<file path="src/rtl/sfq_pkg.sv">
package sfq_pkg;

  // Effective frame width: clamp the programmed value into 2..w
  function automatic int eff_bits(input int fb, input int w);
    if (fb < 2) return 2;
    if (fb > w) return w;
    return fb;
  endfunction

  // Receive side wants service when filled to the threshold or beyond
  function automatic logic rx_want(input int lvl, input int trig);
    return lvl >= trig;
  endfunction

  // Transmit side wants service when drained to the threshold or below
  function automatic logic tx_want(input int lvl, input int trig);
    return lvl <= trig;
  endfunction

  // Ring pointer advance for any depth
  function automatic int ptr_next(input int p, input int depth);
    return (p == depth - 1) ? 0 : p + 1;
  endfunction

endpackage

</file>
<file path="src/rtl/sfq_mem.sv">
module sfq_mem #(
  parameter int W  = 16,
  parameter int D  = 8,
  parameter int AW = (D > 1) ? $clog2(D) : 1
) (
  input  logic          clk,
  input  logic          rst_n,
  input  logic          we,
  input  logic [AW-1:0] waddr,
  input  logic [W-1:0]  wdata,
  input  logic          re,
  input  logic [AW-1:0] raddr,
  output logic [W-1:0]  rdata
);
  logic [W-1:0] cells [D];

  always_ff @(posedge clk) begin
    if (we) cells[waddr] <= wdata;
  end

  // Registered read port; holds its value when no read happens
  always_ff @(posedge clk) begin
    if (!rst_n)  rdata <= '0;
    else if (re) rdata <= cells[raddr];
  end
endmodule

</file>
<file path="src/rtl/sfq_sticky.sv">
module sfq_sticky (
  input  logic clk,
  input  logic rst_n,
  input  logic set,
  input  logic clr,
  output logic q
);
  always_ff @(posedge clk) begin
    if (!rst_n)   q <= 1'b0;
    else if (set) q <= 1'b1;
    else if (clr) q <= 1'b0;
  end


  sticky_hold_chk: assert property (@(posedge clk) disable iff (!rst_n)
    (q && !clr) |=> q)
    else $error("sticky flag dropped without clear");


  set_beats_clr_chk: assert property (@(posedge clk) disable iff (!rst_n)
    set |=> q)
    else $error("sticky flag missed a set");
endmodule

</file>
<file path="src/rtl/sfq_lane.sv">
module sfq_lane
  import sfq_pkg::*;
#(
  parameter int W     = 16,
  parameter int D     = 8,
  parameter bit IS_RX = 1'b0,
  parameter int LW    = $clog2(D + 1),
  parameter int FBW   = $clog2(W + 1)
) (
  input  logic           clk,
  input  logic           rst_n,
  input  logic [FBW-1:0] frame_bits,
  input  logic           en,
  input  logic           flush,
  input  logic           err_clr,
  input  logic [LW-1:0]  trig,
  input  logic           wr,
  input  logic [W-1:0]   wdata,
  input  logic           rd,
  output logic [W-1:0]   rdata,
  output logic [LW-1:0]  level,
  output logic           req,
  output logic           ovr,
  output logic           udf
);
  localparam int AW = (D > 1) ? $clog2(D) : 1;

  logic [AW-1:0] wptr, rptr;
  logic [LW-1:0] cap;
  logic          full, empty;
  logic          rd_ok, wr_ok, ovr_evt, udf_evt;
  logic [W-1:0]  wmask, wstore;

  assign cap   = en ? LW'(D) : LW'(1);
  assign full  = level >= cap;
  assign empty = level == '0;

  // Named internal events
  assign rd_ok   = rd && !empty && !flush;
  assign udf_evt = rd && empty && !flush;
  assign ovr_evt = wr && full && !rd_ok && !flush;
  assign wr_ok   = wr && !flush && !ovr_evt;

  always_comb begin
    int nb;
    nb = eff_bits(int'(frame_bits), W);
    for (int i = 0; i < W; i++) wmask[i] = (i < nb);
  end
  assign wstore = wdata & wmask;

  always_ff @(posedge clk) begin
    if (!rst_n || flush) begin
      wptr  <= '0;
      rptr  <= '0;
      level <= '0;
    end else begin
      if (wr_ok) wptr <= AW'(ptr_next(int'(wptr), D));
      if (rd_ok) rptr <= AW'(ptr_next(int'(rptr), D));
      level <= level + LW'(wr_ok) - LW'(rd_ok);
    end
  end

  sfq_mem #(.W(W), .D(D), .AW(AW)) u_mem (
    .clk(clk), .rst_n(rst_n),
    .we(wr_ok), .waddr(wptr), .wdata(wstore),
    .re(rd_ok), .raddr(rptr), .rdata(rdata)
  );

  sfq_sticky u_ovr (.clk(clk), .rst_n(rst_n), .set(ovr_evt), .clr(err_clr), .q(ovr));
  sfq_sticky u_udf (.clk(clk), .rst_n(rst_n), .set(udf_evt), .clr(err_clr), .q(udf));

  generate
    if (IS_RX) begin : g_rx_req
      assign req = rx_want(int'(level), int'(trig));
    end else begin : g_tx_req
      assign req = tx_want(int'(level), int'(trig));
    end
  endgenerate


  level_cap_chk: assert property (@(posedge clk) disable iff (!rst_n)
    level <= LW'(D))
    else $error("level above depth");


  ovr_keeps_level_chk: assert property (@(posedge clk) disable iff (!rst_n)
    ovr_evt |=> level == $past(level))
    else $error("overrun changed level");


  udf_holds_data_chk: assert property (@(posedge clk) disable iff (!rst_n)
    udf_evt |=> $stable(rdata))
    else $error("underflow changed read data");


  flush_empty_chk: assert property (@(posedge clk) disable iff (!rst_n)
    flush |=> level == '0)
    else $error("flush left words behind");


  idle_rdata_chk: assert property (@(posedge clk) disable iff (!rst_n)
    !rd_ok |=> $stable(rdata))
    else $error("read data moved without a read");
endmodule

</file>
<file path="src/rtl/sfq_pair.sv">
module sfq_pair #(
  parameter int WIDTH = 16,
  parameter int DEPTH = 8,
  parameter int LVL_W = $clog2(DEPTH + 1),
  parameter int FB_W  = $clog2(WIDTH + 1)
) (
  input  logic             clk,
  input  logic             rst_n,
  input  logic [FB_W-1:0]  frame_bits,
  input  logic             tx_en,
  input  logic             tx_flush,
  input  logic             tx_err_clr,
  input  logic [LVL_W-1:0] tx_trig,
  input  logic             tx_wr,
  input  logic [WIDTH-1:0] tx_wdata,
  input  logic             tx_rd,
  output logic [WIDTH-1:0] tx_rdata,
  output logic [LVL_W-1:0] tx_level,
  output logic             tx_req,
  output logic             tx_ovr,
  output logic             tx_udf,
  input  logic             rx_en,
  input  logic             rx_flush,
  input  logic             rx_err_clr,
  input  logic [LVL_W-1:0] rx_trig,
  input  logic             rx_wr,
  input  logic [WIDTH-1:0] rx_wdata,
  input  logic             rx_rd,
  output logic [WIDTH-1:0] rx_rdata,
  output logic [LVL_W-1:0] rx_level,
  output logic             rx_req,
  output logic             rx_ovr,
  output logic             rx_udf
);
  sfq_lane #(.W(WIDTH), .D(DEPTH), .IS_RX(1'b0), .LW(LVL_W), .FBW(FB_W)) u_tx (
    .clk(clk), .rst_n(rst_n), .frame_bits(frame_bits),
    .en(tx_en), .flush(tx_flush), .err_clr(tx_err_clr), .trig(tx_trig),
    .wr(tx_wr), .wdata(tx_wdata), .rd(tx_rd), .rdata(tx_rdata),
    .level(tx_level), .req(tx_req), .ovr(tx_ovr), .udf(tx_udf)
  );

  sfq_lane #(.W(WIDTH), .D(DEPTH), .IS_RX(1'b1), .LW(LVL_W), .FBW(FB_W)) u_rx (
    .clk(clk), .rst_n(rst_n), .frame_bits(frame_bits),
    .en(rx_en), .flush(rx_flush), .err_clr(rx_err_clr), .trig(rx_trig),
    .wr(rx_wr), .wdata(rx_wdata), .rd(rx_rd), .rdata(rx_rdata),
    .level(rx_level), .req(rx_req), .ovr(rx_ovr), .udf(rx_udf)
  );
endmodule

</file>
<file path="config.mk">
export PLATFORM = sky130hd
export DESIGN_NAME = sfq_pair
export DESIGN_NICKNAME = d
export VERILOG_FILES = /design/src/rtl/sfq_pkg.sv /design/src/rtl/sfq_mem.sv /design/src/rtl/sfq_sticky.sv /design/src/rtl/sfq_lane.sv /design/src/rtl/sfq_pair.sv
export SDC_FILE = /design/constraint.sdc
export NUM_CORES = 1
export LEC_CHECK = 0
export BUFFER_PORTS_ARGS = -buffer_cell sky130_fd_sc_hd__buf_2
export CORE_ASPECT_RATIO = 2
export CORE_MARGIN = 1.5
export CORE_UTILIZATION = 40
export DETAILED_ROUTE_END_ITERATION = 8
export PLACE_DENSITY = 0.64
export SLEW_MARGIN = 20
export SYNTH_ARGS = -nofsm -noshare
export SYNTH_HDL_FRONTEND = slang
export SYNTH_SLANG_ARGS = --single-unit
</file>
<file path="constraint.sdc">
create_clock -name clk -period 4.05 [get_ports clk]
set_input_delay 0.2025 -clock clk [delete_from_list [all_inputs] [get_ports clk]]
set_output_delay 0.2025 -clock clk [all_outputs]
set_load 0.02 [all_outputs]
</file>
# ---- After elaboration in Yosys (flattened, before gate mapping)
# Memory sizes are Yosys's and may differ from the RTL's. A register that Yosys moved wholly into a read port is not among the register bits.
# Cells that the tools add are included.
# Widths: inputs -> output; s select.
dict set report word_totals {
  output_inout_bits 46
  n_memories 2
  mem_bits_rw 256
  inputBits 57
  reg_bits 24
}
# memory depth word_bits rd rd_ports_with_merged_regs write_ports line_no
set memory_table {}
lappend memory_table {u_rx.u_mem.cells 8 16 1 1 1 sfq_mem.sv:15} ;# logic [W-1:0] cells [D];
lappend memory_table {u_tx.u_mem.cells 8 16 1 1 1 sfq_mem.sv:15}
dict set report op_classes {
  bitwise 2
  n_eq_ne 4
  add_sub_neg 8
  muxes 23
  n_reduce_logical 37
  order_cmp 22
}
# operator n
set ops {}
lappend ops {{$lt 5x32->1 const A} 8}
lappend ops {{$lt 4x32->1 const A} 4}
lappend ops {{$lt 3x32->1 const A} 2}
lappend ops {{$and 16x16->16} 2}
lappend ops {{$lt 1x32->1 const A} 1}
lappend ops {{$lt 2x32->1 const A} 1}
lappend ops {{$mux 32} 1}
lappend ops {{$logic_and 1x1->1} 18}
lappend ops {{$mux 1} 13}
lappend ops {{$add 3x1->3 const B} 4}
lappend ops {{$eq 3x1->1 const B} 4}
lappend ops {{$ge 4x4->1} 3}
lappend ops {{$mux 3} 4}
lappend ops {{$logic_not 1->1} 11}
lappend ops {{$mux 5} 2}
lappend ops {{$add 4x1->4} 2}
lappend ops {{$logic_not 4->1} 2}
lappend ops {{$mux 4} 2}
lappend ops {{$reduce_bool 2->1} 4}
lappend ops {{$sub 4x1->4} 2}
lappend ops {{$gt 5x5->1 const B} 1}
lappend ops {{$lt 5x2->1 const B} 1}
lappend ops {{$le 4x4->1} 1}
lappend ops {{$logic_or 1x1->1} 2}
lappend ops {{$mux 2} 1}

# ---- Logic depth before layout (Yosys ltp)
# Gate-level depths: netlist (run 1).
dict set report depth {
  depth_word 11
  ltp_mapped 14
}

# ---- Modules after synthesis
# Synthesis (run 1) repeated with hierarchy kept, for this count alone.
dict set report unflattened {
  cells_unflattened 851
  hier_area_um2 13058.8
}
# module area_each_um2 cells_per_inst seq_area_each_um2 instances
set modules_own_cells {}
lappend modules_own_cells {sfq_mem 5511.5 306 4164.0 2}
lappend modules_own_cells {{sfq_lane (u_tx)} 937.1 114 200.2 1}
lappend modules_own_cells {{sfq_lane (u_rx)} 933.4 113 200.2 1}
lappend modules_own_cells {sfq_sticky 41.3 3 20.0 4}

# ---- Worst setup path before layout (run 1)
# Ideal clock, no wire load.
dict set report synth_path {
  kind {reg2reg}
  start {register u_tx.level[0]}
  end {memory u_tx.u_mem.cells[2][0] (enable)}
  n_path_buf 0
  t_arrival_ns 3.477
  stages_incl_launch_ff 7
  synth_period_minus_slack_ns 3.913
  path_slack_ns 0.137
  cell_sequence {dfxtp_1 inv_1 ha_1 or4b_1 a21oi_1 o21ai_2 nor4b_1}
}
dict set report synth_between {
  elab_chain_len 11
  word_cells_on_any_way 13
  classes_between {order compare: 1; mux: 2; reduce/logical: 10}
}
# item line_no
set synth_lines {}
lappend synth_lines {{from (decl)} sfq_lane.sv:21} ;# output logic [LW-1:0] level,
lappend synth_lines {{from (signal assigned)} sfq_lane.sv:59} ;# level <= level + LW'(wr_ok) - LW'(rd_ok);
lappend synth_lines {{parallel branches: the longest is 5 deep, another holds $ge 4x4->1} n/a}
lappend synth_lines {{$logic_and 1x1->1 (*) (2 in series)} sfq_lane.sv:41} ;# assign ovr_evt = wr && full && !rd_ok && !flush;
lappend synth_lines {{$logic_not 1->1 (*)} sfq_lane.sv:42} ;# assign wr_ok = wr && !flush && !ovr_evt;
lappend synth_lines {{$logic_and 1x1->1 (*)} sfq_lane.sv:42}
lappend synth_lines {{$mux 1 (*)} sfq_mem.sv:18} ;# if (we) cells[waddr] <= wdata;
lappend synth_lines {{$mux 1 (not written as such) (*)} sfq_mem.sv:18}
lappend synth_lines {{to (decl)} sfq_mem.sv:15}
# Every way passes the cells marked *.

# ---- Final worst setup path (run 1)
dict set report layout_path {
  start {register u_rx.level[2]}
  end {register u_rx.level[2]}
}
dict set report layout_between {
  elab_chain_len 11
  word_cells_on_any_way 13
  classes_between {add/sub: 2; order compare: 1; reduce/logical: 10}
}
# item line_no
set layout_lines {}
lappend layout_lines {{from (decl)} sfq_lane.sv:21}
lappend layout_lines {{from (signal assigned)} sfq_lane.sv:59}
lappend layout_lines {{parallel branches: the longest is 5 deep, another holds $ge 4x4->1} n/a}
lappend layout_lines {{$logic_and 1x1->1 (*) (2 in series)} sfq_lane.sv:41}
lappend layout_lines {{$logic_not 1->1 (*)} sfq_lane.sv:42}
lappend layout_lines {{$logic_and 1x1->1 (*)} sfq_lane.sv:42}
lappend layout_lines {{net u_rx.u_mem.we} sfq_mem.sv:8} ;# input logic we,
lappend layout_lines {{$add 4x1->4 (*)} sfq_lane.sv:59}
lappend layout_lines {{$sub 4x1->4 (*)} sfq_lane.sv:59}
# Mark *: on every way through the listed nets, which the timed path passes.
# A chain may end at the register's enable or synchronous reset.

==> flow_summary_export.csv, run 1 <==
group,metric,value,unit
setup_path,r2r.worst_path.cells,11,
sta,skew,0.0140,ns
power_and_ir_drop,vdd_drop_max,0.325,mV
hold_path,holdPathStages,4,
sta,post-route-min-period,3.05,ns
route,viasPerCell,5.16,
global_route,grt_use_total,16.8,%
finish,multi_input_area,3580,um^2
setup_path,crit_buf_inv,3,
route,routed-via-count,6662,
logic_synthesis,yosysSeqAreaShare,70.0,%
finish,final_cells,1290,
global_route,grt_pass1_vias,7056,
logic_synthesis,ys_warn_count,0,
logic_synthesis,async_flop_share,0,%
finish,fin_nets,939,
floorplan,fp.dieW,128,um
logic_synthesis,netlist_area,12600,um^2
clocking,cts.sinks,312,
route,dr.pass1.iters,4,
place,gp_congestion,0.766,
power_and_ir_drop,p_leak,0.00503,uW
floorplan,rows,91,
route,drc,0,
finish,drive_gt1_share,29.3,%
sta,rsz0062_at_grt,"no",
floorplan,fp.dieArea,32600,um^2
finish,final_cell_mix,"edfxtp_1 (256), buf_2 (102), mux4_2 (64)",
sta,slew_headroom,33.1,%
sta,final_hold_viol_count,0,
setup_path,end_kind,"register",
floorplan,initial_core_util,40.8,%
setup_path,cp.required,4.49,ns
route,ant_nets,0,
clocking,cts-root-buf,"clkbuf_16",
sta,timing.final.crit_share,75.2,%
setup_path,rr_endpoint,"u_rx.level[2]",
logic_synthesis,syn_area_per_cell,17.2,um^2
clocking,hold_buffers,7,
power_and_ir_drop,powerDensity,443,nW/um^2
route,drtIter0Drc,329,
global_route,grt_max_degree,43,
clocking,numCtsBuffers,27,
clocking,cts_setup_buffers,0,
sta,tightest_slew,0.995,ns
sta,setup_tns,0,ns
finish,area_growth,16.3,%
place,dpl.hpwl,17400,um
clocking,clkTransAtPathRegs,0.07,ns
logic_synthesis,synth-seq-cells,312,
floorplan,ios,103,
logic_synthesis,netlist_top_cells_area,"edfxtp_1 (61%), mux4_2 (11%), dfxtp_1 (8.9%)",
route,finalWirelength,26400,um
run,max-cap-violations,0,
finish,final_util,47.4,%
logic_synthesis,synth_edf_count,256,
sta,hold_slack,0.0773,ns
setup_path,setup.worst_path.start,"u_rx.level[2]",
sta,drv_slew,0,
global_route,grt_pass1_wl,40800,um
hold_path,hp-class,"in2reg",
finish,final_common_cell,"edfxtp_1",
sta,setup_violations,0,
setup_path,critPathMaxStageDelay,0.49,ns
global_route,grt-ovfl-total,0,
clocking,cts_tree,"yes",
logic_synthesis,syn_inst,731,
clocking,cts_buffer_depth,3,
sta,clock.fmax,328,MHz
clocking,htree_num_levels,1,
place,dp_cells,1232,
floorplan,core_area,30900,um^2
route,wl_per_cell,20.5,um
global_route,antenna_found_initial,2,
clocking,clk-insertion-delay-late,0.56,ns
setup_path,crit_fanout,37,
logic_synthesis,synth_nets,820,
logic_synthesis,ys.flop_type,"edfxtp_1",
logic_synthesis,netlist.area_leader.share,61.1,%
setup_path,cp_data_arrival_time,3.48,ns
setup_path,cp-start-kind,"register",
place,port-buffer-count,102,
setup_path,r2r-start,"u_rx.level[2]",
setup_path,r2r_slack,1.00,ns
setup_path,criticalPathCategory,"reg2reg",
finish,fillerInstances,2670,
setup_path,cpLargestDelayFamily,"adder cells",
setup_path,slowest_stage,"or3b_2",
logic_synthesis,yosysUniqueCellTypes,48,
run_status,outcome,"finished, final reports clean",
hold_path,min_from,"tx_flush",
floorplan,die_y,254,um
hold_path,hold_path_end,"u_tx.wptr[2]",
clocking,cts_resized,0,
logic_synthesis,synth_area_leader_cell,"edfxtp_1",
finish,seq_area,8810,um^2
setup_path,worstPathCellList,"inv_1, ha_1, or3b_2, nand2_1, inv_2, o21ai_4, inv_1, ha_1, fa_1, xnor2_1, nor2_1",
-- per-stage QoR --
step                cell area [um^2]  total power, uW  setup slack [ns]
floorplan                      12600             3840             0.137
global placement               13700             3960              1.09
detailed placement             13700             3970             0.969
CTS                            14600             6560             0.956
global route                   14600             6710             0.764
finish                         14600             6480              1.00
-- layer usage --
metal	global-route usage [%]	up-vias	part of all wire, %
met3	1.94	38	3.2
met5	0	-	0
met4	5.52	0	2.1
met2	33.2	126	58
li1	-	3091	-
met1	18.2	3407	37
-- worst max-delay path by stage --
| stage | to | slack, ns | cells after the start |
|---|---|---|---|
| 2_1_floorplan | u_tx.u_mem.cells[2][0] | 0.14 | 6 |
| 5_1_grt | u_rx.level[2] | 0.76 | 11 |
| 6_report | u_rx.level[2] | 1.00 | 11 |
| 3_3_place_gp | u_rx.level[2] | 1.09 | 11 |
| 4_1_cts | u_rx.level[2] | 0.96 | 11 |
| 3_5_place_dp | u_rx.level[2] | 0.97 | 11 |
-- state kept, by name (all words and copies together) (netlist names) --
register / count
u_rx.level: 4
u_rx.rptr: 3
u_rx.u_mem.cells: 128
u_rx.u_mem.rdata: 16
u_rx.u_ovr.q: 1
u_rx.u_udf.q: 1
u_rx.wptr: 3
u_tx.level: 4
u_tx.rptr: 3
u_tx.u_mem.cells: 128
u_tx.u_mem.rdata: 16
u_tx.u_ovr.q: 1
u_tx.u_udf.q: 1
u_tx.wptr: 3
-- kinds of logic after synthesis --
kind of cell	count (synthesis)	share of synthesized area [%]
and+or+nand+nor	110	5.04
xor gates and xnor gates	4	0.278
adders and majority gates	32	3.30
muxes	101	14.4
DFF	312	70.0
AOI/OAI and AO/OA	104	4.78
buffers and inverters	68	2.19
-- cell type report --
class / count / area share (%)
antenna: 1 / 0.0171
clock buffer: 35 / 4.96
clock inverter: 15 / 1.02
inverter: 27 / 0.692
multi-input combinational: 351 / 24.4
sequential: 312 / 60.2
tap: 418 / 3.57
timing repair buffer: 131 / 5.09
-- where the power goes --
group	internal, uW	switching, uW	leakage (uW)	total, uW
Clock	1450	1120	0.000435	2580
Combinational	138	216	0.00181	355
Sequential	3520	24.9	0.00278	3550
Total	5120	1370	0.00503	6480
-- synthesized netlist by cell type (2+ instances only) --
cell type,number
a21boi_0,4
a21o_1,5
a21oi_1,45
a31oi_1,2
and2_1,8
buf_1,3
buf_2,10
clkbuf_1,26
dfxtp_1,56
edfxtp_1,256
fa_1,2
ha_1,30
inv_1,26
mux2i_1,37
mux4_2,64
nand2_1,26
nand2b_1,4
nand3_1,2
nand3b_1,6
nor2_1,7
nor2b_1,30
nor3_1,6
nor3b_1,2
nor4_1,4
nor4b_1,3
o21a_1,5
o21ai_0,33
o31ai_1,2
or3_1,4
or3b_2,2
xnor2_1,4
-- worst reg2reg max path: cells and delay by family, from the launching register on --
family          cells  cell delay [ns]
fa+ha+maj           3             0.78
simple gates        3             0.71
compound gates      1             0.40
buf+inv             3             0.53
flops               1             0.35
xor+xnor            1             0.16
Power figures use the tool's default switching activity.
==> inputs of run 2 (changes only) <==
==> constraint.sdc (replaced) <==
create_clock -name clk -period 3.1 [get_ports clk]
set_input_delay 0.155 -clock clk [delete_from_list [all_inputs] [get_ports clk]]
set_output_delay 0.155 -clock clk [all_outputs]
set_load 0.02 [all_outputs]
==> flow_summary_export.csv, run 2 (synthesized netlist as in run 1, its figures left out) <==
group,metric,value,unit
run_status,outcome,"finished, final reports clean",
sta,slew_headroom,38.5,%
sta,timing.final.crit_share,92.7,%
clocking,cts.sinks,312,
place,dpl.hpwl,18300,um
finish,area_growth,17.6,%
clocking,cts_tree,"yes",
place,preCtsSetupSlack,0.223,ns
clocking,cts-root-buf,"clkbuf_16",
setup_path,cp.required,3.53,ns
sta,setup_tns,0,ns
clocking,cts_setup_buffers,0,
setup_path,criticalPathCategory,"reg2reg",
clocking,clk-insertion-delay-late,0.56,ns
finish,final_cell_mix,"edfxtp_1 (256), buf_2 (102), mux4_2 (64)",
finish,drive_gt1_share,29.3,%
sta,clock.fmax,348,MHz
route,drtIter0Drc,351,
hold_path,hp-class,"in2reg",
sta,tightest_slew,0.914,ns
clocking,clkTransAtPathRegs,0.07,ns
setup_path,cp-start-kind,"register",
route,wl_per_cell,20.7,um
run,max-cap-violations,0,
finish,fin_nets,945,
clocking,cts_buffer_depth,3,
setup_path,worstPathCellList,"inv_1, ha_1, or3b_2, nand2_1, inv_2, o21ai_4, inv_1, ha_1, fa_1, xnor2_1, nor2_1",
place,port-buffer-count,102,
setup_path,crit_buf_inv,3,
route,ant_nets,0,
place,postPlaceCellArea,13800,um^2
clocking,cts_resized,0,
power_and_ir_drop,powerDensity,579,nW/um^2
setup_path,critPathMaxStageDelay,0.47,ns
place,gp_congestion,0.808,
setup_path,crit_fanout,16,
sta,rsz0062_at_grt,"no",
global_route,grt_pass1_vias,7169,
power_and_ir_drop,vdd_drop_max,0.467,mV
setup_path,cpLargestDelayFamily,"adder cells",
sta,post-route-min-period,2.87,ns
floorplan,die_y,254,um
finish,largest_registers,"u_rx.u_mem.cells: 128 flops, u_tx.u_mem.cells: 128 flops",
setup_path,worst-path-stages,11,
clocking,htree_num_levels,1,
global_route,grt_use_total,16.9,%
sta,final_hold_viol_count,0,
power_and_ir_drop,p_leak,0.00506,uW
place,dp_cells,1238,
route,drc,0,
floorplan,ios,103,
clocking,hold_buffers,7,
setup_path,r2r.worst_path.cells,11,
sta,skew,0.0174,ns
global_route,grt_pass1_wl,40600,um
finish,fin_area,14800,um^2
route,dr.pass1.iters,4,
floorplan,initial_core_util,40.8,%
floorplan,rows,91,
sta,setup_violations,0,
clocking,numCtsBuffers,27,
setup_path,cp_data_arrival_time,3.31,ns
route,routed-via-count,6685,
setup_path,end_kind,"register",
global_route,antenna_found_initial,2,
floorplan,fp.dieW,128,um
global_route,grt-ovfl-total,0,
floorplan,core_area,30900,um^2
sta,drv_slew,0,
finish,final_cells,1295,
global_route,grt_max_degree,35,
hold_path,holdPathStages,4,
finish,final_common_cell,"edfxtp_1",
setup_path,slowest_stage,"or3b_2",
sta,setup_slack,0.228,ns
route,viasPerCell,5.16,
route,finalWirelength,26800,um
floorplan,fp.dieArea,32600,um^2
run 2: cell type report:
cell class	count	area (um^2)
clock buffers	31	701
repair buffers	137	841
inverters	27	101
diodes	2	5.00
flip-flops and latches	312	8810
clock inverters	17	201
multi-input cells	351	3610
fillers	2624	16100
well taps	418	523
run 2: through the flow:
| step | hold slack, ns | utilization, % | total power (uW) |
|---|---|---|---|
| finish | 0.0245 | 48.0 | 8560 |
| global route | 0.0475 | 48.0 | 8830 |
| CTS | 0.00447 | 47.9 | 8670 |
| detailed placement | 0.439 | 44.8 | 5210 |
| global placement | 0.433 | 44.8 | 5190 |
| floorplan | 0.338 | - | 5020 |
run 2: routing by layer:
layer | GRT usage, % | vias up | part of all wire (%)
met2 | 33.4 | 154 | 57
met1 | 17.5 | 3391 | 35
met3 | 1.94 | 43 | 3.9
met5 | 0 | - | 0
li1 | - | 3097 | -
met4 | 7.32 | 0 | 3.7
run 2: worst paths after layout:
path / slack [ns] / startpoint / end
hold reg to reg: 0.50 / u_rx.u_ovr.q / u_rx.u_ovr.q
setup / recovery: 0.23 / u_rx.level[2] / u_rx.level[2]
hold / removal: 0.02 / tx_flush / u_tx.wptr[2]
setup reg to reg: 0.23 / u_rx.level[2] / u_rx.level[2]
run 2: worst reg2reg max path, cell delays in order (launching register included):
cell and delay (ns):
dfxtp_1 0.34, inv_1 0.08, ha_1 0.14, or3b_2 0.47
nand2_1 0.17, inv_2 0.16, o21ai_4 0.36, inv_1 0.18
ha_1 0.27, fa_1 0.38, xnor2_1 0.17, nor2_1 0.05
run 2: power breakdown:
part	internal (uW)	switching, uW	leakage, uW
clock network	1960	1490	0.000427
logic	186	293	0.00186
registers	4600	30.5	0.00278
